## config.mk

```make
export PLATFORM = sky130hd
export DESIGN_NAME = bus_par_unit
export DESIGN_NICKNAME = d
export VERILOG_FILES = /design/src/rtl/bpar_pkg.sv /design/src/rtl/bpar_lane_gen.sv /design/src/rtl/bpar_mismatch.sv /design/src/rtl/bpar_ctrl.sv /design/src/rtl/bus_par_unit.sv
export SDC_FILE = /design/constraint.sdc
export NUM_CORES = 1
export LEC_CHECK = 0
export BUFFER_PORTS_ARGS = -buffer_cell sky130_fd_sc_hd__buf_4
export CORE_MARGIN = 5
export CORE_UTILIZATION = 39
export DETAILED_ROUTE_END_ITERATION = 8
export PLACE_DENSITY = 0.9
export SYNTH_ARGS = -nofsm -noshare
export SYNTH_HDL_FRONTEND = slang
export SYNTH_HIERARCHICAL = 1
export SYNTH_SLANG_ARGS = --single-unit
```

## constraint.sdc

```tcl
create_clock -name clk -period 2.2 [get_ports clk]
set_clock_uncertainty 0.15 [all_clocks]
set_input_delay 0.11 -clock clk [delete_from_list [all_inputs] [get_ports clk]]
set_output_delay 0.11 -clock clk [all_outputs]
set_load 0.01 [all_outputs]
```

## src/rtl/bpar_pkg.sv

```systemverilog
package bpar_pkg;
    typedef enum logic [1:0] {
        ST_IDLE  = 2'd0,
        ST_WPREP = 2'd1,
        ST_WDRV  = 2'd2,
        ST_READ  = 2'd3
    } bus_st_e;
endpackage

```

## src/rtl/bpar_lane_gen.sv

```systemverilog
module bpar_lane_gen #(
    parameter int BYTES = 8
) (
    input  logic [BYTES*8-1:0] data,
    output logic [BYTES-1:0]   par
);
    for (genvar g = 0; g < BYTES; g++) begin : g_lane
        assign par[g] = ^data[g*8 +: 8];
    end
endmodule

```

## src/rtl/bpar_mismatch.sv

```systemverilog
module bpar_mismatch #(
    parameter int BYTES = 8
) (
    input  logic [BYTES-1:0] calc_par,
    input  logic [BYTES-1:0] bus_par,
    input  logic [BYTES-1:0] be_n,
    output logic             err
);
    logic [BYTES-1:0] bad;
    for (genvar g = 0; g < BYTES; g++) begin : g_cmp
        assign bad[g] = !be_n[g] && (calc_par[g] != bus_par[g]);
    end
    assign err = |bad;
endmodule

```

## src/rtl/bpar_ctrl.sv

```systemverilog
module bpar_ctrl
    import bpar_pkg::*;
#(
    parameter int BYTES = 8,
    parameter int BEATS = 4
) (
    input  logic             clk,
    input  logic             rst,
    input  logic             ads_n,
    input  logic             wr,
    input  logic             burst,
    input  logic             rdy_n,
    input  logic             boff_n,
    input  logic             hlda,
    input  logic [BYTES-1:0] wr_par,
    input  logic             rd_err,
    output logic [BYTES-1:0] par_out,
    output logic             par_oe,
    output logic             pchk_n
);
    localparam int CW = (BEATS > 1) ? $clog2(BEATS) : 1;
    localparam logic [CW-1:0] LAST = CW'(BEATS - 1);

    typedef struct packed {
        bus_st_e          st;
        logic [CW-1:0]    beat;
        logic             bst;
        logic             oe;
        logic [BYTES-1:0] par;
        logic             pchk_n;
    } ctl_t;

    ctl_t ctl_d, ctl_q;
    logic last_beat;

    always_comb begin
        last_beat = !ctl_q.bst || (ctl_q.beat == LAST);
        ctl_d = ctl_q;
        ctl_d.pchk_n = 1'b1;
        if (!boff_n || hlda) begin
            ctl_d.st   = ST_IDLE;
            ctl_d.oe   = 1'b0;
            ctl_d.beat = '0;
        end else begin
            unique case (ctl_q.st)
                ST_IDLE: begin
                    if (!ads_n) begin
                        ctl_d.bst  = burst;
                        ctl_d.beat = '0;
                        ctl_d.st   = wr ? ST_WPREP : ST_READ;
                    end
                end
                ST_WPREP: begin
                    ctl_d.st  = ST_WDRV;
                    ctl_d.oe  = 1'b1;
                    ctl_d.par = wr_par;
                end
                ST_WDRV: begin
                    if (!rdy_n) begin
                        if (last_beat) begin
                            ctl_d.st = ST_IDLE;
                            ctl_d.oe = 1'b0;
                        end else begin
                            ctl_d.beat = ctl_q.beat + 1'b1;
                            ctl_d.par  = wr_par;
                        end
                    end
                end
                ST_READ: begin
                    if (!rdy_n) begin
                        ctl_d.pchk_n = !rd_err;
                        if (last_beat) ctl_d.st = ST_IDLE;
                        else           ctl_d.beat = ctl_q.beat + 1'b1;
                    end
                end
                default: ctl_d.st = ST_IDLE;
            endcase
        end
    end

    always_ff @(posedge clk) begin
        if (rst) begin
            ctl_q.st     <= ST_IDLE;
            ctl_q.beat   <= '0;
            ctl_q.bst    <= 1'b0;
            ctl_q.oe     <= 1'b0;
            ctl_q.par    <= '0;
            ctl_q.pchk_n <= 1'b1;
        end else begin
            ctl_q <= ctl_d;
        end
    end

    assign par_out = ctl_q.par;
    assign par_oe  = ctl_q.oe;
    assign pchk_n  = ctl_q.pchk_n;
endmodule

```

## src/rtl/bus_par_unit.sv

```systemverilog
module bus_par_unit #(
    parameter int BYTES = 8,
    parameter int BEATS = 4
) (
    input  logic               clk,
    input  logic               rst,
    input  logic               ads_n,
    input  logic               wr,
    input  logic               burst,
    input  logic               rdy_n,
    input  logic [BYTES-1:0]   be_n,
    input  logic               boff_n,
    input  logic               hlda,
    input  logic [BYTES*8-1:0] wdata,
    input  logic [BYTES*8-1:0] rdata,
    input  logic [BYTES-1:0]   par_in,
    output logic [BYTES-1:0]   par_out,
    output logic               par_oe,
    output logic               pchk_n
);
    logic [BYTES-1:0] wr_par;
    logic [BYTES-1:0] rd_calc;
    logic             rd_err;

    bpar_lane_gen #(.BYTES(BYTES)) i_gen_wr (
        .data (wdata),
        .par  (wr_par)
    );

    bpar_lane_gen #(.BYTES(BYTES)) i_gen_rd (
        .data (rdata),
        .par  (rd_calc)
    );

    bpar_mismatch #(.BYTES(BYTES)) i_cmp (
        .calc_par (rd_calc),
        .bus_par  (par_in),
        .be_n     (be_n),
        .err      (rd_err)
    );

    bpar_ctrl #(.BYTES(BYTES), .BEATS(BEATS)) i_ctrl (
        .clk    (clk),
        .rst    (rst),
        .ads_n  (ads_n),
        .wr     (wr),
        .burst  (burst),
        .rdy_n  (rdy_n),
        .boff_n (boff_n),
        .hlda   (hlda),
        .wr_par (wr_par),
        .rd_err (rd_err),
        .par_out(par_out),
        .par_oe (par_oe),
        .pchk_n (pchk_n)
    );
endmodule

```

==> metrics, run 1 <==
final layout net count=just over 500; Yosys warning count=6; Post-synth EDFFs=0; Clock power frac=a little under a fifth; Final Hold Vio Count=0; final core occ=67.3%; Slew headroom=between 50 and 60%; global-route wire length before repair=8640 um; Seq/Total Area, Yosys=~16%; register bit total from synthesis=15; CTS clk-pin slew, worst paths=approximately 0.060 ns; crit path from=i_ctrl/ctl_q[11]; Syn Nets=between 300 and 400; Syn Inst Count=about 210; max_cap viols=0; DIE WIDTH=between 70 and 80 um; Routed WL per cell=between 10 and 15 um; Pwr per Cell Area=just under 400 nW/um^2; Top-Level Pins=162; grt ovf=0; ys flop type=dfxtp_1; Reg2Reg Launch Point=i_ctrl/ctl_q[11]; layout cells sized above 1=between 40% and 50%; Crit Path Max Fanout=8; switch share=30.3%; routed vias=1889; die area=around 6400 um^2; largest net degree at the start of global routing=19; Hold Crit Start=ads_n; share of flip-flops with an asynchronous set or reset=0%; number of global-route vias before repair=roughly 2000; Critical Path Sink Type=register; max frequency=0.536 GHz; 1st-iter DRT viols=26; post-CTS sizing=0; clock latency on the worst-skew pair=roughly 0.25 ns; kind of critical path=reg -> reg; GRT Resource Usage Total=approximately 17%; TritonCTS clock tree=built; Root Driver=clkbuf_8; gpl congestion=around 0.85; Clock Sinks=15; Layout area overhead=67.4%; RSZ-0062 raised after global routing=no; Pint=just under 0.0009 W; Hold Slack=~0.032 ns; most frequent cells in the layout=buf_4 (161), xnor2_1 (104), nand2b_1 (18); Finished Cell Area=roughly 3200 um^2; outcome=finished, final reports clean; Max Root-Sink Buffers=2; post-synthesis cell area=1900 um^2; Port Buf Inserts=about 160; Worst EP arrival=1.89 ns; DP HPWL=about 5300 um; Setup TNS=0 ns; worst vdd ir=between 0.2 and 0.25 mV; setup violators final=0; Comb power frac=between 50% and 60%; Netlist cell types=31; Chip Height=approximately 80 um; final count of pins violating max slew=0; H-tree depth=1; crit share post-route=about 85%; dpl cell area=roughly 3100 um^2; post-layout power=approximately 0.0012 W; most common cell after layout, fill and taps aside=buf_4; sequential power share=between 20% and 30%; syn_area_per_cell=9.18 um^2; TritonCTS buffer count=3; CP Launch Type=register; final WL=between 5000 and 6000 um; switching power=roughly 0.00038 W; vias per cell=between 4 and 5; ANT cells=0; initial antenna violation count=0; Tightest Hold Check Type=in -> reg; row count=25; Post-DRT Antenna Nets=0; Final min period=~1.9 ns; leak pwr=1.34 nW; Slew @ Worst Pin=between 0.6 and 0.7 ns; 1st-pass router iterations=4; Core Region=4720 um^2; drt drc=0; Initial Util=between 40% and 50%; CP required=between 2 and 2.5 ns
==> cells in the mapped netlist, types with 2 or more instances <==
cell type	number	area [um^2]
mux2i_1	8	80.1
a21oi_1	4	20.0
inv_1	3	11.3
nand3_1	3	15.0
xor2_1	16	140
o22ai_1	4	25.0
or4_1	2	15.0
nor2_1	2	7.51
dfxtp_1	15	300
nand2b_1	18	113
clkbuf_1	2	7.51
xnor2_1	104	911
buf_4	8	60.1
==> cell families (layout without fill, tap and decap cells) <==
family | count (synthesis) | in the layout | synth area share [%]
AOI/OAI and AO/OA | 13 | 13 | 5.27
xor gates and xnor gates | 120 | 120 | 55.3
adders and majority gates | 1 | 1 | 0.659
and+or+nand+nor | 36 | 36 | 14.0
muxes | 8 | 8 | 4.22
buffers and inverters | 14 | 170 | 4.74
DFF | 15 | 15 | 15.8
==> power by group through the flow <==
| stage | registers [W] | clock network, W | logic, W |
|---|---|---|---|
| finish | 0.000279 | 0.000228 | 0.000741 |
| global route | 0.000280 | 0.000253 | 0.000807 |
| floorplan | 0.000284 | 0 | 0.000460 |
| global placement | 0.000285 | 0 | 0.000725 |
| detailed placement | 0.000285 | 0 | 0.000745 |
| CTS | 0.000279 | 0.000236 | 0.000750 |
==> cell type report <==
class | instances | area, um^2
clock inverter | 1 | 5.00
multi-input combinational | 178 | 1510
timing repair buffer | 163 | 1230
tap | 67 | 83.8
sequential | 15 | 300
inverter | 3 | 11.3
clock buffer | 3 | 41.3
fill | 414 | 1540
==> metal layers <==
layer	GRT usage, %	share of wire (%)
met3	2.93	5.0
met5	0	0
met1	16.7	31
met4	5.41	2.3
met2	36.1	62
==> state kept, by name, indices dropped and copies added, names as in the netlist <==
| signal | cells |
|---|---|
| i_ctrl/ctl_q | 5 |
| i_ctrl/par_oe | 1 |
| i_ctrl/par_out | 8 |
| i_ctrl/pchk_n | 1 |
==> what timing repair did <==
item,CTS,global route
hold buffers,2,0
hold endpoints to repair,2,0
setup buffers,0,0
==> path summary, 6_finish.rpt <==
path / endpoint / slack [ns] / depth (start not counted)
max: i_ctrl/par_out[7] / 0.34 / 4
min: i_ctrl/ctl_q[13] / 0.03 / 3
max reg2reg: i_ctrl/par_out[7] / 0.34 / 4
min reg2reg: i_ctrl/par_oe / 0.32 / 2
==> worst max-delay path, stage by stage, from the launching register on <==
cell and delay, ns:
dfxtp_1 0.33, ha_1 0.24, nand4bb_4 0.24, a221oi_4 0.57
mux2i_1 0.26
==> stage by stage <==
stage,instances,setup WS (ns)
final,430,0.336
after global placement,424,0.228
after detailed placement,424,0.224
after CTS,430,0.304
after floorplan,207,0.518
after global routing,430,0.192
(Power assumes the default switching activity.)
==> run 2, diff against run 1 <==
CORE_UTILIZATION = 35   (was 39)
PLACE_DENSITY = 0.85   (was 0.9)
clock period = 1.52 ns   (was 2.2 ns; I/O delays follow)
==> run 2 against run 1 <==
  * The run now ends with negative setup slack left
  * Clock power increased by 46%
  * Worst hold slack got worse by 0.020 ns
  * Count of clock-buffer cells in the layout unchanged
  * Combinational power increased by 50%
  * Via count increased by 1.3%
  * Non-clock buffer count increased by 8
  * Routed wire length decreased by 0.33%
  * Critical path type is now in -> reg
  * Critical endpoint is now i_ctrl/pchk_n
==> metrics, run 2 (same netlist as run 1, synthesis figures left out) <==
number of global-route vias before repair=around 2100; vias per cell=approximately 4.3; CP required=about 1.5 ns; Port Buf Inserts=about 160; crit path from=rdata[31]; worst setup path endpoint=i_ctrl/pchk_n; r2r setup slk=-0.05 ns; Layout area overhead=77.7%; row count=26; Pwr per Cell Area=546 nW/um^2; post-layout power=approximately 0.0018 W; Inst Count DP=between 400 and 500; Slew headroom=a little over 80%; routed vias=between 1500 and 2000; outcome=finished, violations left; CTS clk-pin slew, worst paths=~0.070 ns; Worst Reg2Reg Path Length in Cells=5; Routed WL per cell=13.0 um; Slew @ Worst Pin=0.286 ns; Reg2Reg Launch Point=i_ctrl/ctl_q[11]; gpl congestion=0.799; Post-DRT Antenna Nets=0; Initial Util=36.5%; RSZ-0062 raised after global routing=yes; Top-Level Pins=162; Clock Sinks=15; Chip Height=about 84 um; DIE WIDTH=between 80 and 90 um; Cell Count, Final, Fillers Out=approximately 440; 1st-iter DRT viols=30; leak pwr=between 1 and 1.5 nW; initial antenna violation count=0; final WL=5710 um; ANT cells=0; drt drc=0; layout cells sized above 1=approximately 53%; GRT Resource Usage Total=about 16%; Final min period=1.58 ns; Largest register FFs=8; H-tree depth=1; Core Region=roughly 5200 um^2; CP Launch Type=input pin; Max Root-Sink Buffers=2; Critical Path Sink Type=register; TritonCTS buffer count=3; clock latency on the worst-skew pair=around 0.25 ns; Fill cells=around 450; setup ws final=-0.0582 ns; final layout net count=525; setup violators final=9; most frequent cells in the layout=buf_4 (165), xnor2_1 (94), nand2b_1 (18); kind of critical path=in -> reg; crit share post-route=104%; failing checks=negative setup slack; DP HPWL=5150 um; Tightest Hold Check Type=in -> reg; global-route wire length before repair=9180 um; most common cell after layout, fill and taps aside=buf_4; max frequency=between 0.6 and 0.7 GHz; die area=approximately 7000 um^2; TritonCTS clock tree=built; max_cap viols=0; final count of pins violating max slew=0; R2R Path End=i_ctrl/par_out[6]; worst vdd ir=about 0.3 mV; 1st-pass router iterations=4; largest net degree at the start of global routing=19; Worst EP arrival=~1.6 ns; grt ovf=0; Final Hold Vio Count=0; Crit Path Max Fanout=1; Root Driver=clkbuf_8
run 2: cell types whose count changed in the layout (fill, tap and decap cells not counted), moves of 2 or more:
cell,change
xnor2_2,+10
dfxtp_2,+4
dfxtp_1,-4
buf_4,+4
xnor2_1,-10
buf_6,+2
run 2: worst min-delay path by stage:
stage / startpoint / to / slack [ns] / cells past startpoint
floorplan: rdy_n / i_ctrl/pchk_n / 0.03 / 1
global placement: rdy_n / i_ctrl/pchk_n / 0.19 / 2
detailed placement: rdy_n / i_ctrl/pchk_n / 0.19 / 2
CTS: burst / i_ctrl/ctl_q[10] / 0.005 / 4
global route: wr / i_ctrl/ctl_q[14] / 0.04 / 4
finish: burst / i_ctrl/ctl_q[10] / 0.01 / 4
run 2: area by class of cell:
type / count / area, um^2 / share of cell area, %
repair buffers: 171 / 1310 / 38.9
clock buffers: 3 / 41.3 / 1.22
clock inverters: 1 / 5.00 / 0.148
inverters: 3 / 11.3 / 0.334
multi-input cells: 178 / 1610 / 47.7
well taps: 70 / 87.6 / 2.59
flip-flops and latches: 15 / 305 / 9.04
run 2: stage by stage:
step | area [um^2] | setup TNS (ns) | setup slack (ns) | hold slack [ns] | util, %
6_report | 3380 | -0.303 | -0.0582 | 0.0124 | 64.9
5_1_grt | 3380 | -1.09 | -0.165 | 0.0367 | 64.9
4_1_cts | 3270 | -0.299 | -0.0557 | 0.00527 | 62.9
3_5_place_dp | 3170 | -0.538 | -0.352 | 0.193 | 60.8
3_3_place_gp | 3170 | -0.342 | -0.342 | 0.190 | 60.8
2_1_floorplan | 1910 | -0.527 | -0.115 | 0.0311 | -
run 2: power by group:
group	total, W	switching (W)	leakage (nW)	internal [W]
Clock	0.000334	0.000152	0.0255	0.000182
Combinational	0.00111	0.000396	1.30	0.000711
Sequential	0.000404	0.00000555	0.123	0.000398
Total	0.00184	0.000554	1.45	0.00129
run 2: worst max-delay path, stage by stage:
cell     delay [ns]
buf_4          0.11
xor2_1         0.16
xnor2_1        0.22
xnor2_1        0.16
xnor2_1        0.10
o22ai_1        0.14
or4_1          0.12
inv_1          0.03
or4_1          0.45
run 2: what timing repair did:
| action | CTS | global route |
|---|---|---|
| hold buffers | 3 | 0 |
| hold endpoints to repair | 3 | 0 |
| setup endpoints to repair | 9 | 12 |
| resized for setup | 4 | 14 |
| buffers inserted | 1 | 3 |
| pin swaps | 7 | 15 |
run 2: metal layers:
metal  GRT usage, %  up-vias  part of all wire [%]
met4           3.36        0                  0.93
met2           32.0       76                    60
met5              0        -                     0
met3           4.15        4                   7.2
met1           15.6      849                    32
li1               -      984                     -
